`config.mk`:
```
export PLATFORM = sky130hd
export DESIGN_NAME = apb_rule_monitor
export DESIGN_NICKNAME = d
export VERILOG_FILES = /design/src/rtl/apb_mon_pkg.sv /design/src/rtl/apb_mon_history.sv /design/src/rtl/apb_mon_rules.sv /design/src/rtl/apb_mon_sticky.sv /design/src/rtl/apb_mon_satcnt.sv /design/src/rtl/apb_rule_monitor.sv
export SDC_FILE = /design/constraint.sdc
export NUM_CORES = 1
export LEC_CHECK = 0
export ABC_AREA = 0
export BUFFER_PORTS_ARGS = -buffer_cell sky130_fd_sc_hd__buf_2
export CAP_MARGIN = 20
export CORE_AREA = 10 10 78 146
export CTS_CLUSTER_DIAMETER = 40
export CTS_CLUSTER_SIZE = 40
export DETAILED_ROUTE_END_ITERATION = 16
export DIE_AREA = 0 0 88 156
export PLACE_DENSITY_LB_ADDON = 0.12
export RECOVER_POWER = 50
export REMOVE_ABC_BUFFERS = 1
export SYNTH_ARGS = -nofsm -noshare
export SYNTH_HDL_FRONTEND = slang
export SYNTH_SLANG_ARGS = --single-unit
```
`constraint.sdc`:
```
create_clock -name clk -period 7.9 [get_ports clk]
set_clock_uncertainty 0.2 [all_clocks]
set_input_delay 0.79 -clock clk [delete_from_list [all_inputs] [get_ports clk]]
set_output_delay 0.79 -clock clk [all_outputs]
set_load 0.01 [all_outputs]
```
`src/rtl/apb_mon_pkg.sv`:
```
package apb_mon_pkg;
  localparam int NUM_RULES       = 7;
  localparam int RB_EN_NO_SETUP  = 0;
  localparam int RB_SETUP_LONG   = 1;
  localparam int RB_WAIT_CHANGE  = 2;
  localparam int RB_SETUP_CHANGE = 3;
  localparam int RB_EN_AFTER_END = 4;
  localparam int RB_EN_NO_SEL    = 5;
  localparam int RB_SEL_MULTI    = 6;
endpackage

```
`src/rtl/apb_mon_history.sv`:
```
module apb_mon_history #(
  parameter int NSEL = 4,
  parameter int AW   = 32,
  parameter int DW   = 32
) (
  input  logic            clk,
  input  logic            rst_n,
  input  logic [NSEL-1:0] sel,
  input  logic            en,
  input  logic [AW-1:0]   addr,
  input  logic            wr,
  input  logic [DW-1:0]   wdata,
  input  logic            rdy,
  output logic [NSEL-1:0] p_sel,
  output logic            p_en,
  output logic [AW-1:0]   p_addr,
  output logic            p_wr,
  output logic [DW-1:0]   p_wdata,
  output logic            p_rdy
);
  always_ff @(posedge clk or negedge rst_n) begin
    if (!rst_n) begin
      p_sel   <= '0;
      p_en    <= 1'b0;
      p_addr  <= '0;
      p_wr    <= 1'b0;
      p_wdata <= '0;
      p_rdy   <= 1'b0;
    end else begin
      p_sel   <= sel;
      p_en    <= en;
      p_addr  <= addr;
      p_wr    <= wr;
      p_wdata <= wdata;
      p_rdy   <= rdy;
    end
  end
endmodule

```
`src/rtl/apb_mon_rules.sv`:
```
module apb_mon_rules
  import apb_mon_pkg::*;
#(
  parameter int NSEL = 4,
  parameter int AW   = 32,
  parameter int DW   = 32
) (
  input  logic [NSEL-1:0]      sel,
  input  logic                 en,
  input  logic [AW-1:0]        addr,
  input  logic                 wr,
  input  logic [DW-1:0]        wdata,
  input  logic                 rdy,
  input  logic                 err,
  input  logic [NSEL-1:0]      p_sel,
  input  logic                 p_en,
  input  logic [AW-1:0]        p_addr,
  input  logic                 p_wr,
  input  logic [DW-1:0]        p_wdata,
  input  logic                 p_rdy,
  output logic [NUM_RULES-1:0] hit,
  output logic                 adv_hit,
  output logic                 done,
  output logic                 done_err
);
  logic p_setup, p_stall, p_done, moved;

  always_comb begin
    p_setup  = (|p_sel) && !p_en;
    p_stall  = (|p_sel) && p_en && !p_rdy;
    p_done   = (|p_sel) && p_en && p_rdy;
    moved    = (sel != p_sel) || (addr != p_addr) || (wr != p_wr) || (wdata != p_wdata);
    done     = (|sel) && en && rdy;
    done_err = done && err;
    adv_hit  = err && !done;

    hit                  = '0;
    hit[RB_EN_NO_SETUP]  = en && !p_en && !(|p_sel);
    hit[RB_SETUP_LONG]   = p_setup && !en;
    hit[RB_WAIT_CHANGE]  = p_stall && (moved || !en);
    hit[RB_SETUP_CHANGE] = p_setup && moved;
    hit[RB_EN_AFTER_END] = p_done && en;
    hit[RB_EN_NO_SEL]    = en && !(|sel);
    hit[RB_SEL_MULTI]    = $countones(sel) > 1;
  end
endmodule

```
`src/rtl/apb_mon_sticky.sv`:
```
module apb_mon_sticky #(
  parameter int W = 1
) (
  input  logic         clk,
  input  logic         rst_n,
  input  logic         clr,
  input  logic [W-1:0] set,
  output logic [W-1:0] q
);
  for (genvar i = 0; i < W; i++) begin : g_bit
    logic bit_d, bit_q;
    always_comb bit_d = clr ? 1'b0 : (bit_q | set[i]);
    always_ff @(posedge clk or negedge rst_n) begin
      if (!rst_n) bit_q <= 1'b0;
      else        bit_q <= bit_d;
    end
    assign q[i] = bit_q;
  end
endmodule

```
`src/rtl/apb_mon_satcnt.sv`:
```
module apb_mon_satcnt #(
  parameter int W = 16
) (
  input  logic         clk,
  input  logic         rst_n,
  input  logic         clr,
  input  logic         inc,
  output logic [W-1:0] q
);
  localparam logic [W-1:0] TOP = '1;
  logic [W-1:0] cnt_d;
  logic         cnt_en;

  always_comb begin
    cnt_en = clr || (inc && (q != TOP));
    cnt_d  = clr ? '0 : q + 1'b1;
  end

  always_ff @(posedge clk or negedge rst_n) begin
    if (!rst_n)      q <= '0;
    else if (cnt_en) q <= cnt_d;
  end
endmodule

```
`src/rtl/apb_rule_monitor.sv`:
```
module apb_rule_monitor
  import apb_mon_pkg::*;
#(
  parameter int NSEL  = 4,
  parameter int AW    = 32,
  parameter int DW    = 32,
  parameter int CNT_W = 16
) (
  input  logic                 clk,
  input  logic                 rst_n,
  input  logic                 flag_clr,
  input  logic [NSEL-1:0]      bus_sel,
  input  logic                 bus_en,
  input  logic [AW-1:0]        bus_addr,
  input  logic                 bus_wr,
  input  logic [DW-1:0]        bus_wdata,
  input  logic                 bus_rdy,
  input  logic                 bus_err,
  output logic [NUM_RULES-1:0] rule_flags,
  output logic                 err_advisory,
  output logic [CNT_W-1:0]     xfer_count,
  output logic [CNT_W-1:0]     err_count
);
  logic [1:0] rst_pipe;
  logic       rst_core_n;

  always_ff @(posedge clk or negedge rst_n) begin
    if (!rst_n) rst_pipe <= 2'b00;
    else        rst_pipe <= {rst_pipe[0], 1'b1};
  end
  assign rst_core_n = rst_pipe[1];

  logic [NSEL-1:0]      p_sel;
  logic                 p_en, p_wr, p_rdy;
  logic [AW-1:0]        p_addr;
  logic [DW-1:0]        p_wdata;
  logic [NUM_RULES-1:0] hit;
  logic                 adv_hit, done, done_err;

  apb_mon_history #(.NSEL(NSEL), .AW(AW), .DW(DW)) u_hist (
    .clk(clk), .rst_n(rst_core_n),
    .sel(bus_sel), .en(bus_en), .addr(bus_addr), .wr(bus_wr),
    .wdata(bus_wdata), .rdy(bus_rdy),
    .p_sel(p_sel), .p_en(p_en), .p_addr(p_addr), .p_wr(p_wr),
    .p_wdata(p_wdata), .p_rdy(p_rdy)
  );

  apb_mon_rules #(.NSEL(NSEL), .AW(AW), .DW(DW)) u_rules (
    .sel(bus_sel), .en(bus_en), .addr(bus_addr), .wr(bus_wr),
    .wdata(bus_wdata), .rdy(bus_rdy), .err(bus_err),
    .p_sel(p_sel), .p_en(p_en), .p_addr(p_addr), .p_wr(p_wr),
    .p_wdata(p_wdata), .p_rdy(p_rdy),
    .hit(hit), .adv_hit(adv_hit), .done(done), .done_err(done_err)
  );

  apb_mon_sticky #(.W(NUM_RULES)) u_flags (
    .clk(clk), .rst_n(rst_core_n), .clr(flag_clr), .set(hit), .q(rule_flags)
  );

  apb_mon_sticky #(.W(1)) u_adv (
    .clk(clk), .rst_n(rst_core_n), .clr(flag_clr), .set(adv_hit), .q(err_advisory)
  );

  apb_mon_satcnt #(.W(CNT_W)) u_xfer_cnt (
    .clk(clk), .rst_n(rst_core_n), .clr(flag_clr), .inc(done), .q(xfer_count)
  );

  apb_mon_satcnt #(.W(CNT_W)) u_err_cnt (
    .clk(clk), .rst_n(rst_core_n), .clr(flag_clr), .inc(done_err), .q(err_count)
  );
endmodule

```
; ---- Word level (Yosys, flattened, before mapping)
; Cells that the tools add are included.
; W data, S select, Z words.
[totals]
inputBits = 75
regBits = 113
[op_classes]
add_sub_neg = 5
n_lt_le_gt_ge = 1
eq_ne = 6
muxes = 10
n_bitwise = 8
n_reduce_logical = 31
[op_table]
columns = operator, n
row1 = $ne A32 B32 Y1, 2
row2 = $add A16 B1 Y16 const B, 2
row3 = $add A32 B32 Y32, 1
row4 = $gt A32 B2 Y1 const B, 1
row5 = $mux W16, 2
row6 = $ne A16 B16 Y1 const B, 2
row7 = $logic_and A1 B1 Y1, 17
row8 = $mux W1, 8
row9 = $or A1 B1 Y1, 8
row10 = $reduce_or A4 Y1, 2
row11 = $logic_not A1 Y1, 6
row12 = $logic_or A1 B1 Y1, 6
row13 = $add A1 B1 Y2, 2
row14 = $ne A4 B4 Y1, 1
row15 = $ne A1 B1 Y1, 1

; ---- Logic depth before layout (Yosys ltp)
[depth]
depth_word = 8
mapped_depth = 8
depth_no_buf = 7

; ---- By module
; A second synthesis with hierarchy kept.
[hier_totals]
hier_cells = 412
hier_area_um2 = 4943.5
[modules_own_cells]
columns = module, n_inst, cells_per_inst, area_each_um2
row1 = apb_mon_satcnt, 2, 100, 930.9
row2 = apb_mon_history, 1, 71, 1776.7
row3 = apb_mon_rules, 1, 115, 918.4
row4 = apb_mon_sticky (u_flags), 1, 21, 297.8
row5 = apb_rule_monitor, 1, 3, 53.8
row6 = apb_mon_sticky (u_adv), 1, 2, 35.0

; ---- Worst setup path before layout
; Ideal clock, no wire load.
[synth_timing]
path_kind = input -> register
startpoint = input port bus_sel[3]
endpoint = register u_err_cnt.q[13]
slack_ns = 5.561
t_arrival_ns = 2.061
path_stages = 8
required_time_ns = 7.622
setup_time_ns = 0.078
path_cell_list = inv_1 > ha_1 > nand2_1 > and3_2 > o211ai_2 > buf_6 > or4_1 > a21oi_1
[synth_between]
elab_chain_cells = 6
[synth_rtl]
columns = item, line_no
row1 = from (decl), apb_rule_monitor.sv:12  ; input logic [NSEL-1:0] bus_sel,
row2 = $reduce_or A4 Y1, apb_mon_rules.sv:33  ; done = (|sel) && en && rdy;
row3 = $logic_and A1 B1 Y1 (2 in a row), apb_mon_rules.sv:33
row4 = $logic_and A1 B1 Y1, apb_mon_rules.sv:34  ; done_err = done && err;
row5 = $logic_and A1 B1 Y1, apb_mon_satcnt.sv:15  ; cnt_en = clr || (inc && (q != TOP));
row6 = $logic_or A1 B1 Y1, apb_mon_satcnt.sv:15
row7 = to (signal assigned), apb_mon_satcnt.sv:21  ; else if (cnt_en) q <= cnt_d;
row8 = to (decl), apb_mon_satcnt.sv:8  ; output logic [W-1:0] q
; Every way passes these cells.
; A chain may end at the register's enable or synchronous reset.

; ---- Final worst setup path
[layout_timing]
startpoint = input port bus_sel[0]
endpoint = register u_xfer_cnt.q[13]
[layout_between]
elab_chain_cells = 5
[layout_rtl]
columns = item, line_no
row1 = $reduce_or A4 Y1, apb_mon_rules.sv:33
row2 = $logic_and A1 B1 Y1 (2 in a row), apb_mon_rules.sv:33
row3 = $logic_and A1 B1 Y1, apb_mon_satcnt.sv:15
row4 = $logic_or A1 B1 Y1, apb_mon_satcnt.sv:15
row5 = to (signal assigned), apb_mon_satcnt.sv:21
row6 = to (decl), apb_mon_satcnt.sv:8
; Every way passes these cells.

==> impl_metrics.csv <==
group,metric,value,unit
outcome,status,"finished with violations",
outcome,violations,"max-capacitance violations, max-slew violations",
final_layout,fill_cells,733,
clocking,cts_tree,"done",
final_layout,final_common_cell,"dfrtp_1",
detailed_routing,drt_pass1_iterations,4,
detailed_routing,drt-total-wl,11.3,mm
clocking,path_clk_slew,50,ps
detailed_routing,post_drt_wl_per_cell,17.7,µm
timing,tightest_slew,1890,ps
timing,slew_viol_final,83,
synth,synth-compound-area-share,6.01,%
timing,hold_viol,0,
clocking,holdBufCountCts,1,
worst_hold_path,holdCritPathClass,"reg2reg",
global_routing,first_global_vias,3799,
clocking,clock_tree.buffer_depth,2,
final_layout,nNetsFinal,611,
synth,synth_cells,409,
clocking,clk_latency,400,ps
clocking,cts-resized-gates,0,
worst_setup_path,critPathCaptureType,"register",
timing,max_clock_freq,364,MHz
floorplan,start_util,53.8,%
detailed_routing,post-route-drc-count,0,
clocking,htreeDepth,4,
timing,fin_setup_tns,0,ps
floorplan,core,9010,µm²
power_and_ir_drop,vdd_drop_max,0.000176,V
floorplan,num_rows,49,
synth,synth_fa_ha_area_share,1.96,%
power_and_ir_drop,p_per_area,243,nW/µm²
timing,fin_crit,2750,ps
global_routing,grt_max_degree,72,
worst_setup_path,start_kind,"input port",
synth,synth_top_area_share,58.3,%
floorplan,dieWidth,88,µm
clocking,root_buffer,"clkbuf_16",
clocking,cts.sinks,113,
final_layout,syn_to_final_growth,22.6,%
final_layout,drive_above_1_share,12.6,%
detailed_routing,routed_via_density,5.38,
detailed_routing,first_iter_violations,194,
global_routing,grt_overflow,0,
place,hpwlAfterDp,8.45,mm
global_routing,grt_antenna_before_repair,0,
global_routing,globalRouteTotalUtil,17.4,%
timing,setup_violations,0,
global_routing,grt_pass1_wl,18.4,mm
clocking,numCtsBuffers,17,
worst_setup_path,worstSetupPathType,"in2reg",
synth,ys_ff_latch,113,
floorplan,die-height,156,µm
synth,ys.flop_type,"dfrtp_1",
synth,yosys.cell_types.count,49,
timing,rsz0062_at_grt,"false",
final_layout,n_antenna_cell,0,
floorplan,die-area,13700,µm²
worst_setup_path,rr_worst_depth,1,
detailed_routing,vias,3456,
worst_hold_path,hold_depth,0,
floorplan,io_pins,115,
worst_setup_path,cp_max_fo,12,
synth,ys_seq_area_share,58.3,%
final_layout,final_cell_mix,"dfrtp_1 (113), clkbuf_1 (89), xor2_1 (76)",
worst_setup_path,worstPathArrival,2840,ps
clocking,cts_setup_buffers,0,
synth,synth-edff-count,0,
timing,max_slew_margin,-25.7,%
synth,yosysWarnings,0,
detailed_routing,antenna_left,0,
synth,synth_xor_area_share,15.9,%
power_and_ir_drop,p_leak,0.00263,µW
synth,synth_area,4850,µm²
synth,synth_top_family_by_area,"XOR/XNOR gates",
job,maxCapViolations,2,
synth,synthTopCellsByArea,"dfrtp_1 (58%), xor2_1 (14%), nor2_1 (3.2%), nor4_1 (2.2%), xnor2_1 (2.2%)",
synth,synth-simple-area-share,14.4,%
place,gp_congestion,0.828,
synth,syn_area_per_cell,11.9,µm²
synth,async_flop_share,100,%
synth,muxShareOfSynthArea,0.413,%
worst_setup_path,cp.required,8000,ps
synth,yosysTopAreaCell,"dfrtp_1",
power_and_ir_drop,total_power,1440,µW
timing,final.period_utilization,34.8,%
place,io_buffers,114,
==> report_power, final <==
part | total [µW] | switching (µW) | leakage [µW] | internal, µW
clock | 743 | 244 | 0.000292 | 500
combinational | 81.7 | 48.9 | 0.000941 | 32.7
sequential | 618 | 15.4 | 0.00140 | 602
total | 1440 | 308 | 0.00263 | 1130
==> state kept, by name, summed over array words and instances (netlist names) <==
register and cells:
u_hist.p_rdy 1, u_hist.p_en 1, u_flags.g_bit.bit_q 7, u_xfer_cnt.q 16, u_hist.p_sel 4, u_adv.q 1
u_hist.p_addr 32, u_err_cnt.q 16, u_hist.p_wdata 32, rst_pipe 2, u_hist.p_wr 1
==> per-stage QoR <==
step	cell area (µm²)	utilization (%)	setup slack, ps	hold WS [ps]	instances
6_report	5940	66.0	5150	155	642
5_1_grt	5940	66.0	4890	176	642
4_1_cts	6060	67.2	5270	135	642
3_5_place_dp	5470	60.6	4830	127	611
3_3_place_gp	5470	60.6	4900	115	611
2_1_floorplan	4760	-	4320	131	394
==> worst max-delay path: stages <==
cell	delay, ps
clkbuf_1	170
inv_1	70
ha_1	230
a21oi_1	770
nand4_1	290
or3_1	380
a21oi_1	140
==> synth_stat cells (3+ instances only) <==
master,n
nand4_1,7
nor4_1,17
or3_1,6
nor2_1,41
buf_2,3
and2_1,4
inv_1,11
nor4b_1,3
clkbuf_1,4
buf_4,7
a211oi_1,4
a21oi_1,11
and4_1,3
xnor2_1,12
o21ai_1,5
dfrtp_1,113
nand2_1,13
o2111ai_1,3
o211ai_1,5
ha_1,6
a31oi_1,3
xor2_1,76
nand4_2,3
nor3_1,8
and3_1,3
nand3_1,10
==> final cells by class <==
| type | count | area (µm²) | area share [%] |
|---|---|---|---|
| Sequential cell | 113 | 2830 | 47.6 |
| Inverter | 13 | 48.8 | 0.821 |
| Tap cell | 102 | 128 | 2.15 |
| Multi-Input combinational cell | 268 | 1880 | 31.6 |
| Timing Repair Buffer | 116 | 479 | 8.06 |
| Clock buffer | 24 | 502 | 8.44 |
| Clock inverter | 6 | 80.1 | 1.35 |
==> per-layer routing <==
metal	vias to the layer above	global-route usage, %	wire length, µm
li1	1659	-	-
met3	18	5.65	624
met5	-	0	0
met4	0	6.41	165
met2	94	31.7	6390
met1	1685	17.4	4170
==> path summary, 6_finish.rpt <==
path                            slack, ps                  start                           end
worst max-delay path                 5150             bus_sel[0]  u_xfer_cnt.q[13]$_DFFE_PN0P_
max in group asynchronous            5340  rst_pipe[1]$_DFF_PN0_  u_hist.p_wdata[26]$_DFF_PN0_
worst min register to register        160  rst_pipe[0]$_DFF_PN0_         rst_pipe[1]$_DFF_PN0_
worst max register to register       5340  rst_pipe[1]$_DFF_PN0_  u_hist.p_wdata[26]$_DFF_PN0_
min in group asynchronous             470  rst_pipe[1]$_DFF_PN0_  u_hist.p_wdata[14]$_DFF_PN0_
worst min-delay path                  160  rst_pipe[0]$_DFF_PN0_         rst_pipe[1]$_DFF_PN0_
==> logic make-up after synthesis <==
| kind of cell | Yosys count |
|---|---|
| AND/OR/NAND/NOR | 128 |
| flip-flops | 113 |
| XOR/XNOR | 88 |
| AO/OA/AOI/OAI | 42 |
| buffers and inverters | 28 |
| adder cells (fa/ha/maj) | 7 |
| multiplexers | 2 |
| other | 1 |
(Power assumes the default switching activity.)
